--- src/rtl/ovl_pkg.sv ---
package ovl_pkg;

  typedef struct packed {
    logic clr;
    logic wr;
  } tblStrobe_t;

  function automatic logic [4:0] sizeBytes(input logic [2:0] code);
    return 5'(5'd1 << code);
  endfunction

endpackage

--- src/rtl/ovl_ctrl.sv ---
module ovl_ctrl #(
  parameter int DEPTH = 5,
  localparam int CNT_W = $clog2(DEPTH + 1),
  localparam int IDX_W = $clog2(DEPTH)
) (
  input  logic                    clk,
  input  logic                    rstN,
  input  logic                    grpClear,
  input  logic                    stValid,
  output ovl_pkg::tblStrobe_t     strb,
  output logic [IDX_W-1:0]        wrIdx
);
  logic [CNT_W-1:0] count;
  logic             full;

  assign full     = (count == CNT_W'(DEPTH));
  assign strb.clr = grpClear;
  assign strb.wr  = stValid && (grpClear || !full);
  assign wrIdx    = grpClear ? '0 : IDX_W'(count);

  always_ff @(posedge clk or negedge rstN) begin
    if (!rstN) begin
      count <= '0;
    end else if (grpClear) begin
      count <= stValid ? CNT_W'(1) : '0;
    end else if (strb.wr) begin
      count <= count + CNT_W'(1);
    end
  end

  a_r9_count_bound: assert property (@(posedge clk) disable iff (!rstN)
    count <= CNT_W'(DEPTH));
  a_r8_clear_empty: assert property (@(posedge clk) disable iff (!rstN)
    grpClear && !stValid |=> count == '0);
  a_r8_clear_with_store: assert property (@(posedge clk) disable iff (!rstN)
    grpClear && stValid |=> count == CNT_W'(1));
  a_r9_full_drop: assert property (@(posedge clk) disable iff (!rstN)
    !grpClear && full && stValid |=> $stable(count));
endmodule

--- src/rtl/ovl_table.sv ---
module ovl_table #(
  parameter int DEPTH = 5,
  parameter int OFS_W = 16,
  parameter int REG_W = 5,
  localparam int IDX_W = $clog2(DEPTH)
) (
  input  logic                clk,
  input  logic                rstN,
  input  ovl_pkg::tblStrobe_t strb,
  input  logic [IDX_W-1:0]    wrIdx,
  input  logic [2:0]          stSizeCode,
  input  logic [OFS_W-1:0]    stOpA,
  input  logic                stOpAConst,
  input  logic [REG_W-1:0]    stBase,
  input  logic                ldValid,
  input  logic [2:0]          ldSizeCode,
  input  logic [OFS_W-1:0]    ldOpA,
  input  logic                ldOpAConst,
  input  logic [REG_W-1:0]    ldBase,
  output logic                hazard
);
  logic [DEPTH-1:0]       vld;
  logic [2:0]             eSize  [DEPTH];
  logic [OFS_W-1:0]       eOpA   [DEPTH];
  logic [DEPTH-1:0]       eConst;
  logic [REG_W-1:0]       eBase  [DEPTH];
  logic [DEPTH-1:0]       hit;
  logic [OFS_W:0]         ldEnd;

  always_ff @(posedge clk or negedge rstN) begin
    if (!rstN) begin
      vld <= '0;
    end else begin
      if (strb.clr) vld <= '0;
      if (strb.wr)  vld[wrIdx] <= 1'b1;
    end
  end

  always_ff @(posedge clk or negedge rstN) begin
    if (!rstN) begin
      eConst <= '0;
      for (int i = 0; i < DEPTH; i++) begin
        eSize[i] <= '0;
        eOpA[i]  <= '0;
        eBase[i] <= '0;
      end
    end else if (strb.wr) begin
      eSize[wrIdx]  <= stSizeCode;
      eOpA[wrIdx]   <= stOpA;
      eConst[wrIdx] <= stOpAConst;
      eBase[wrIdx]  <= stBase;
    end
  end

  assign ldEnd = {1'b0, ldOpA} + (OFS_W+1)'(ovl_pkg::sizeBytes(ldSizeCode));

  for (genvar i = 0; i < DEPTH; i++) begin : g_cmp
    logic           exactM, commM, rangeM, sameBase;
    logic [OFS_W:0] stEnd;
    assign sameBase = (eBase[i] == ldBase);
    assign stEnd    = {1'b0, eOpA[i]} + (OFS_W+1)'(ovl_pkg::sizeBytes(eSize[i]));
    assign exactM   = sameBase && (eConst[i] == ldOpAConst) && (eOpA[i] == ldOpA);
    assign commM    = !eConst[i] && !ldOpAConst &&
                      (ldOpA == OFS_W'(eBase[i])) && (eOpA[i] == OFS_W'(ldBase));
    always_comb begin
      rangeM = 1'b0;
      if (sameBase && eConst[i] && ldOpAConst) begin
        if (eOpA[i] < ldOpA) rangeM = stEnd > {1'b0, ldOpA};
        else                 rangeM = ldEnd > {1'b0, eOpA[i]};
      end
    end
    assign hit[i] = vld[i] && (exactM || commM || rangeM);
  end

  assign hazard = ldValid && (|hit);

  a_r7_gated: assert property (@(posedge clk) disable iff (!rstN)
    hazard |-> ldValid && (vld != '0));
  a_r8_cleared: assert property (@(posedge clk) disable iff (!rstN)
    $past(strb.clr) && !$past(strb.wr) |-> vld == '0);
  a_r10_size_legal: assert property (@(posedge clk) disable iff (!rstN)
    strb.wr |-> stSizeCode <= 3'd4);
  a_r9_write_sets: assert property (@(posedge clk) disable iff (!rstN)
    strb.wr |=> vld[$past(wrIdx)]);
endmodule

--- src/rtl/grp_overlap_det.sv ---
module grp_overlap_det #(
  parameter int DEPTH = 5,
  parameter int OFS_W = 16,
  parameter int REG_W = 5
) (
  input  logic             clk,
  input  logic             rstN,
  input  logic             grpClear,
  input  logic             stValid,
  input  logic [2:0]       stSizeCode,
  input  logic [OFS_W-1:0] stOpA,
  input  logic             stOpAConst,
  input  logic [REG_W-1:0] stBase,
  input  logic             ldValid,
  input  logic [2:0]       ldSizeCode,
  input  logic [OFS_W-1:0] ldOpA,
  input  logic             ldOpAConst,
  input  logic [REG_W-1:0] ldBase,
  output logic             hazard
);
  localparam int IDX_W = $clog2(DEPTH);

  ovl_pkg::tblStrobe_t strb;
  logic [IDX_W-1:0]    wrIdx;

  ovl_ctrl #(.DEPTH(DEPTH)) ctrl_i (
    .clk(clk), .rstN(rstN), .grpClear(grpClear), .stValid(stValid),
    .strb(strb), .wrIdx(wrIdx)
  );

  ovl_table #(.DEPTH(DEPTH), .OFS_W(OFS_W), .REG_W(REG_W)) table_i (
    .clk(clk), .rstN(rstN), .strb(strb), .wrIdx(wrIdx),
    .stSizeCode(stSizeCode), .stOpA(stOpA), .stOpAConst(stOpAConst), .stBase(stBase),
    .ldValid(ldValid), .ldSizeCode(ldSizeCode), .ldOpA(ldOpA),
    .ldOpAConst(ldOpAConst), .ldBase(ldBase), .hazard(hazard)
  );
endmodule

--- config.mk ---
export PLATFORM = sky130hd
export DESIGN_NAME = grp_overlap_det
export DESIGN_NICKNAME = d
export VERILOG_FILES = /design/src/rtl/ovl_pkg.sv /design/src/rtl/ovl_ctrl.sv /design/src/rtl/ovl_table.sv /design/src/rtl/grp_overlap_det.sv
export SDC_FILE = /design/constraint.sdc
export NUM_CORES = 1
export LEC_CHECK = 0
export ABC_AREA = 0
export BUFFER_PORTS_ARGS = -buffer_cell sky130_fd_sc_hd__buf_2
export CAP_MARGIN = 20
export CORE_MARGIN = 2
export CORE_UTILIZATION = 58
export DETAILED_ROUTE_END_ITERATION = 10
export GPL_TIMING_DRIVEN = 0
export PLACE_DENSITY = 0.84
export SLEW_MARGIN = 15
export SYNTH_ARGS = -nofsm -noshare
export SYNTH_HDL_FRONTEND = slang
export SYNTH_SLANG_ARGS = --single-unit
--- constraint.sdc ---
create_clock -name clk -period 4.4 [get_ports clk]
set_clock_uncertainty 0.2 [all_clocks]
set_input_delay 0.44 -clock clk [delete_from_list [all_inputs] [get_ports clk]]
set_output_delay 0.44 -clock clk [all_outputs]
set_load 0.01 [all_outputs]
==> results.md <==
## Synth
* dfrtp_1 — Most used DFF post-synth
* 0.2451 — area share of the largest cell type after synthesis
* 0.01414 mm2 — synthesized cell area
* 9.117 um2 — Mapped Avg Cell Area
* 1889 — post-synth net total
* 133 — #FFs+latches synth
* 0 — synth warn
* 1.000 — Post-synth ARST share
* ha_1 (25%), dfrtp_1 (24%), mux2_2 (8.6%), xnor2_1 (6.5%), inv_1 (4.1%) — largest cells by area after synthesis
* 1551 — cell count after synthesis
* 0 — number of flops mapped to enable cells by yosys
* 67 — number of distinct library cell variants in the gate-level netlist after synthesis
* ha_1 — cell type contributing the most total cell area after synthesis
* 0.2354 — portion of the post-synthesis area used by sequential elements

## Timing
* -0.9166 ns — total negative setup slack
* 0 — number of hold violations in the final report
* 5.317 ns — Tmin final
* 188.1 MHz — highest attainable clock frequency
* -0.9166 ns — final worst setup slack
* 0 — count of final max-slew check failures
* yes — unrepaired setup endpoints after global routing
* 0.3342 — remaining max-slew budget at the tightest pin
* 1.208 — final worst path period share
* 1 — Final Setup Violations
* 0.9896 ns — slew of the pin with the lowest slew margin

## Clock network
* 133 — clock sink total
* 17 — CTS buffer count
* done — clock tree from TritonCTS
* 4 — H-Tree Depth
* clkbuf_16 — Root Buffer
* 0.43 ns — Worst-Skew Late Latency
* 0.06 ns — clock transition at the registers of the reported paths
* 2 — clock buffer depth

## Global routing
* 0 — sum of overflow across all layers after global routing
* 0.3625 — Total Routing Usage GR
* 79 — pin count of the biggest net entering global routing
* 13038 — number of global-route vias before repair
* 1 — antenna violations before repair
* 71990 um — first-pass GRT wire length

## Floorplan
* 160.1 um — height of the chip
* 57 — Placement Rows
* 56 — I/O pin count
* 0.02411 mm2 — Core ar.
* 0.02565 mm2 — overall die area
* 160.1 um — DIE WIDTH
* 0.5866 — initial core utilization

## Worst setup path
* 4.68 ns — data arrival time of the critical path
* output pin — category of the worst setup path capture point
* 3.76 ns — data required time at the worst endpoint
* 5 — peak fanout along the critical path
* reg2out — category of the critical setup timing path
* register — Critical Path Start Type

## Layout
* 15.15% — area growth from synthesis to final layout
* 0 — count of inserted antenna diode cells
* 1816 — Filler Cell Count
* 2001 — Nets
* 0.01628 mm2 — final instance area
* 0.2011 — ratio of cells with drive above 1 in the final layout

## Worst hold path
* in2reg — type of the tightest min-delay check

## Placement
* 0.01489 mm2 — dpl cell area
* 1.001 — Final GP Congestion
* 34370 um — total half-perimeter wirelength after legalization and detailed placement
* 48 — IO Port Bufs

## Power and ir drop
* 7.542 nW — leakage power summed over all cells
* 452.1 mW/mm2 — pwr dens
* 0.3560 mV — maximum VDD drop

## Drt
* 13165 — vias post-DR
* 6.583 — number of vias per cell
* 23.31 um — post-DR wirelength/cell
* 0 — count of nets left with antenna violations after detail routing
* 1189 — detailed router's first-iteration violation count
* 46620 um — final routed wirelength across all metal layers
* 8 — drt pass-1 iters
* 0 — total DRC errors in the routed layout

## Run status
* negative setup slack — failing checks
* complete, but fails checks — outcome

## Job
* 0 — Max Cap Viol

==> sequential cells by signal, indices dropped and copies added, names as in the netlist <==
register / count
table_i.eBase: 25
table_i.eOpA: 80
ctrl_i.count: 3
table_i.eSize: 15
table_i.vld: 5
table_i.eConst: 5
==> through the flow <==
| stage | cells | util | hold WS [ns] | worst slack, ns | total power, mW |
|---|---|---|---|---|---|
| floorplan | 1551 | - | -0.05559 | 0.02601 | 4.396 |
| global placement | 1923 | 0.6160 | 0.2871 | -1.506 | 5.170 |
| detailed placement | 1924 | 0.6176 | 0.1941 | -1.524 | 5.398 |
| CTS | 1999 | 0.6742 | 0.1226 | -0.7484 | 7.154 |
| global route | 2000 | 0.6755 | 0.1244 | -1.060 | 7.810 |
| finish | 2000 | 0.6755 | 0.1294 | -0.9166 | 7.362 |
==> worst paths after layout <==
kind,from,end,slack (ns),cells past startpoint
worst max-delay path,table_i.eSize[8],hazard,-0.92,22
worst min-delay path,stBase[3],table_i.eBase[8],0.13,2
worst max register to register,ctrl_i.count[0],table_i.eConst[0],1.70,5
worst min register to register,table_i.eConst[4],table_i.eConst[4],0.32,1
max in group asynchronous,rstN,table_i.eOpA[13],2.92,3
min in group asynchronous,rstN,table_i.eSize[7],0.31,2
==> cells by family after synthesis <==
family                     share of synthesized area
DFF                                           0.2354
buffers and inverters                        0.04858
and+or+nand+nor                               0.1558
muxes                                        0.08742
adders and majority gates                     0.2536
AOI/OAI and AO/OA                             0.1214
xor gates and xnor gates                     0.09786
==> where the power goes <==
part           internal, mW  switching (mW)  total, mW
Sequential             1.54           0.547       2.09
Combinational          1.69            2.07       3.77
Clock                 0.855           0.654       1.51
==> cell usage after synthesis, types with 8 or more instances <==
library cell  number
nor3b_1           15
nor2_1            58
a21oi_1           92
nor3_1            31
nor2b_1           19
and4_1             8
o21a_1            10
nand4_1           59
nor4_1            35
inv_1            154
nand3_1           48
o21bai_1           8
xnor2_1          105
and3_1            15
a31oi_1            9
o21ai_0           64
dfrtp_1          133
clkbuf_1          21
nand2_1           88
a21o_1            21
a211oi_1           8
o211ai_1           9
xor2_1            53
ha_1             277
mux2_2           108
==> area by class of cell <==
type | instances | area [um2] | share of cell area
clock buffers | 18 | 429.2 | 0.02636
multi-input cells | 1237 | 10630 | 0.6526
flip-flops and latches | 133 | 3333 | 0.2047
inverters | 154 | 580.6 | 0.03565
well taps | 324 | 405.4 | 0.02490
repair buffers | 93 | 631.9 | 0.03880
clock inverters | 14 | 163.9 | 0.01007
plain buffers | 27 | 112.6 | 0.006916
==> repair_timing <==
item | CTS | global route
gates resized for setup | 96 | 7
buffers inserted | 42 | 1
endpoints found under the hold margin | 55 | 0
endpoints found under the setup margin | 1 | 1
hold buffers | 1 | 0
pin swaps | 66 | 7
==> cell usage in the layout, fill, tap and decap left out, drive strengths merged, types with 7 or more instances in the layout <==
cell type and count:
a211oi 8, a21o 21, o21ai 71, and4 8, xnor2 105, o211ai 9
nor2 58, nor4 36, nand2 88, xor2 53, nor2b 19, buf 98
nor3b 15, mux2 108, a2111oi 7, nand3 48, a21oi 93, nor3 32
clkbuf 39, dfrtp 133, o21bai 8, and3 15, o21a 11, inv 163
a31oi 9, ha 277, nand4 59
==> metal layers <==
metal	up-vias	share of wire	GRT usage
met2	780	0.43	0.5512
met5	-	0.00021	0
li1	5883	-	-
met3	215	0.11	0.08727
met4	2	0.060	0.2043
met1	6285	0.40	0.4743
==> critical path: stages (launching register included) <==
cell and delay [ns]:
dfrtp_2 0.43, nor3_2 0.21, ha_2 0.21, inv_1 0.05, fa_2 0.35, inv_1 0.06
a21oi_1 0.07, o21ai_2 0.16, a21oi_2 0.11, nor2_4 0.17, buf_4 0.18, nand3_1 0.10
xnor2_1 0.15, ha_1 0.33, nand2_1 0.06, o21ai_0 0.20, nor4b_2 0.28, a2111oi_1 0.10
nor2_1 0.15, a311oi_2 0.06, or4_4 0.53, a31oi_2 0.13, buf_2 0.15
No activity file was read; power rests on OpenSTA's default activity.
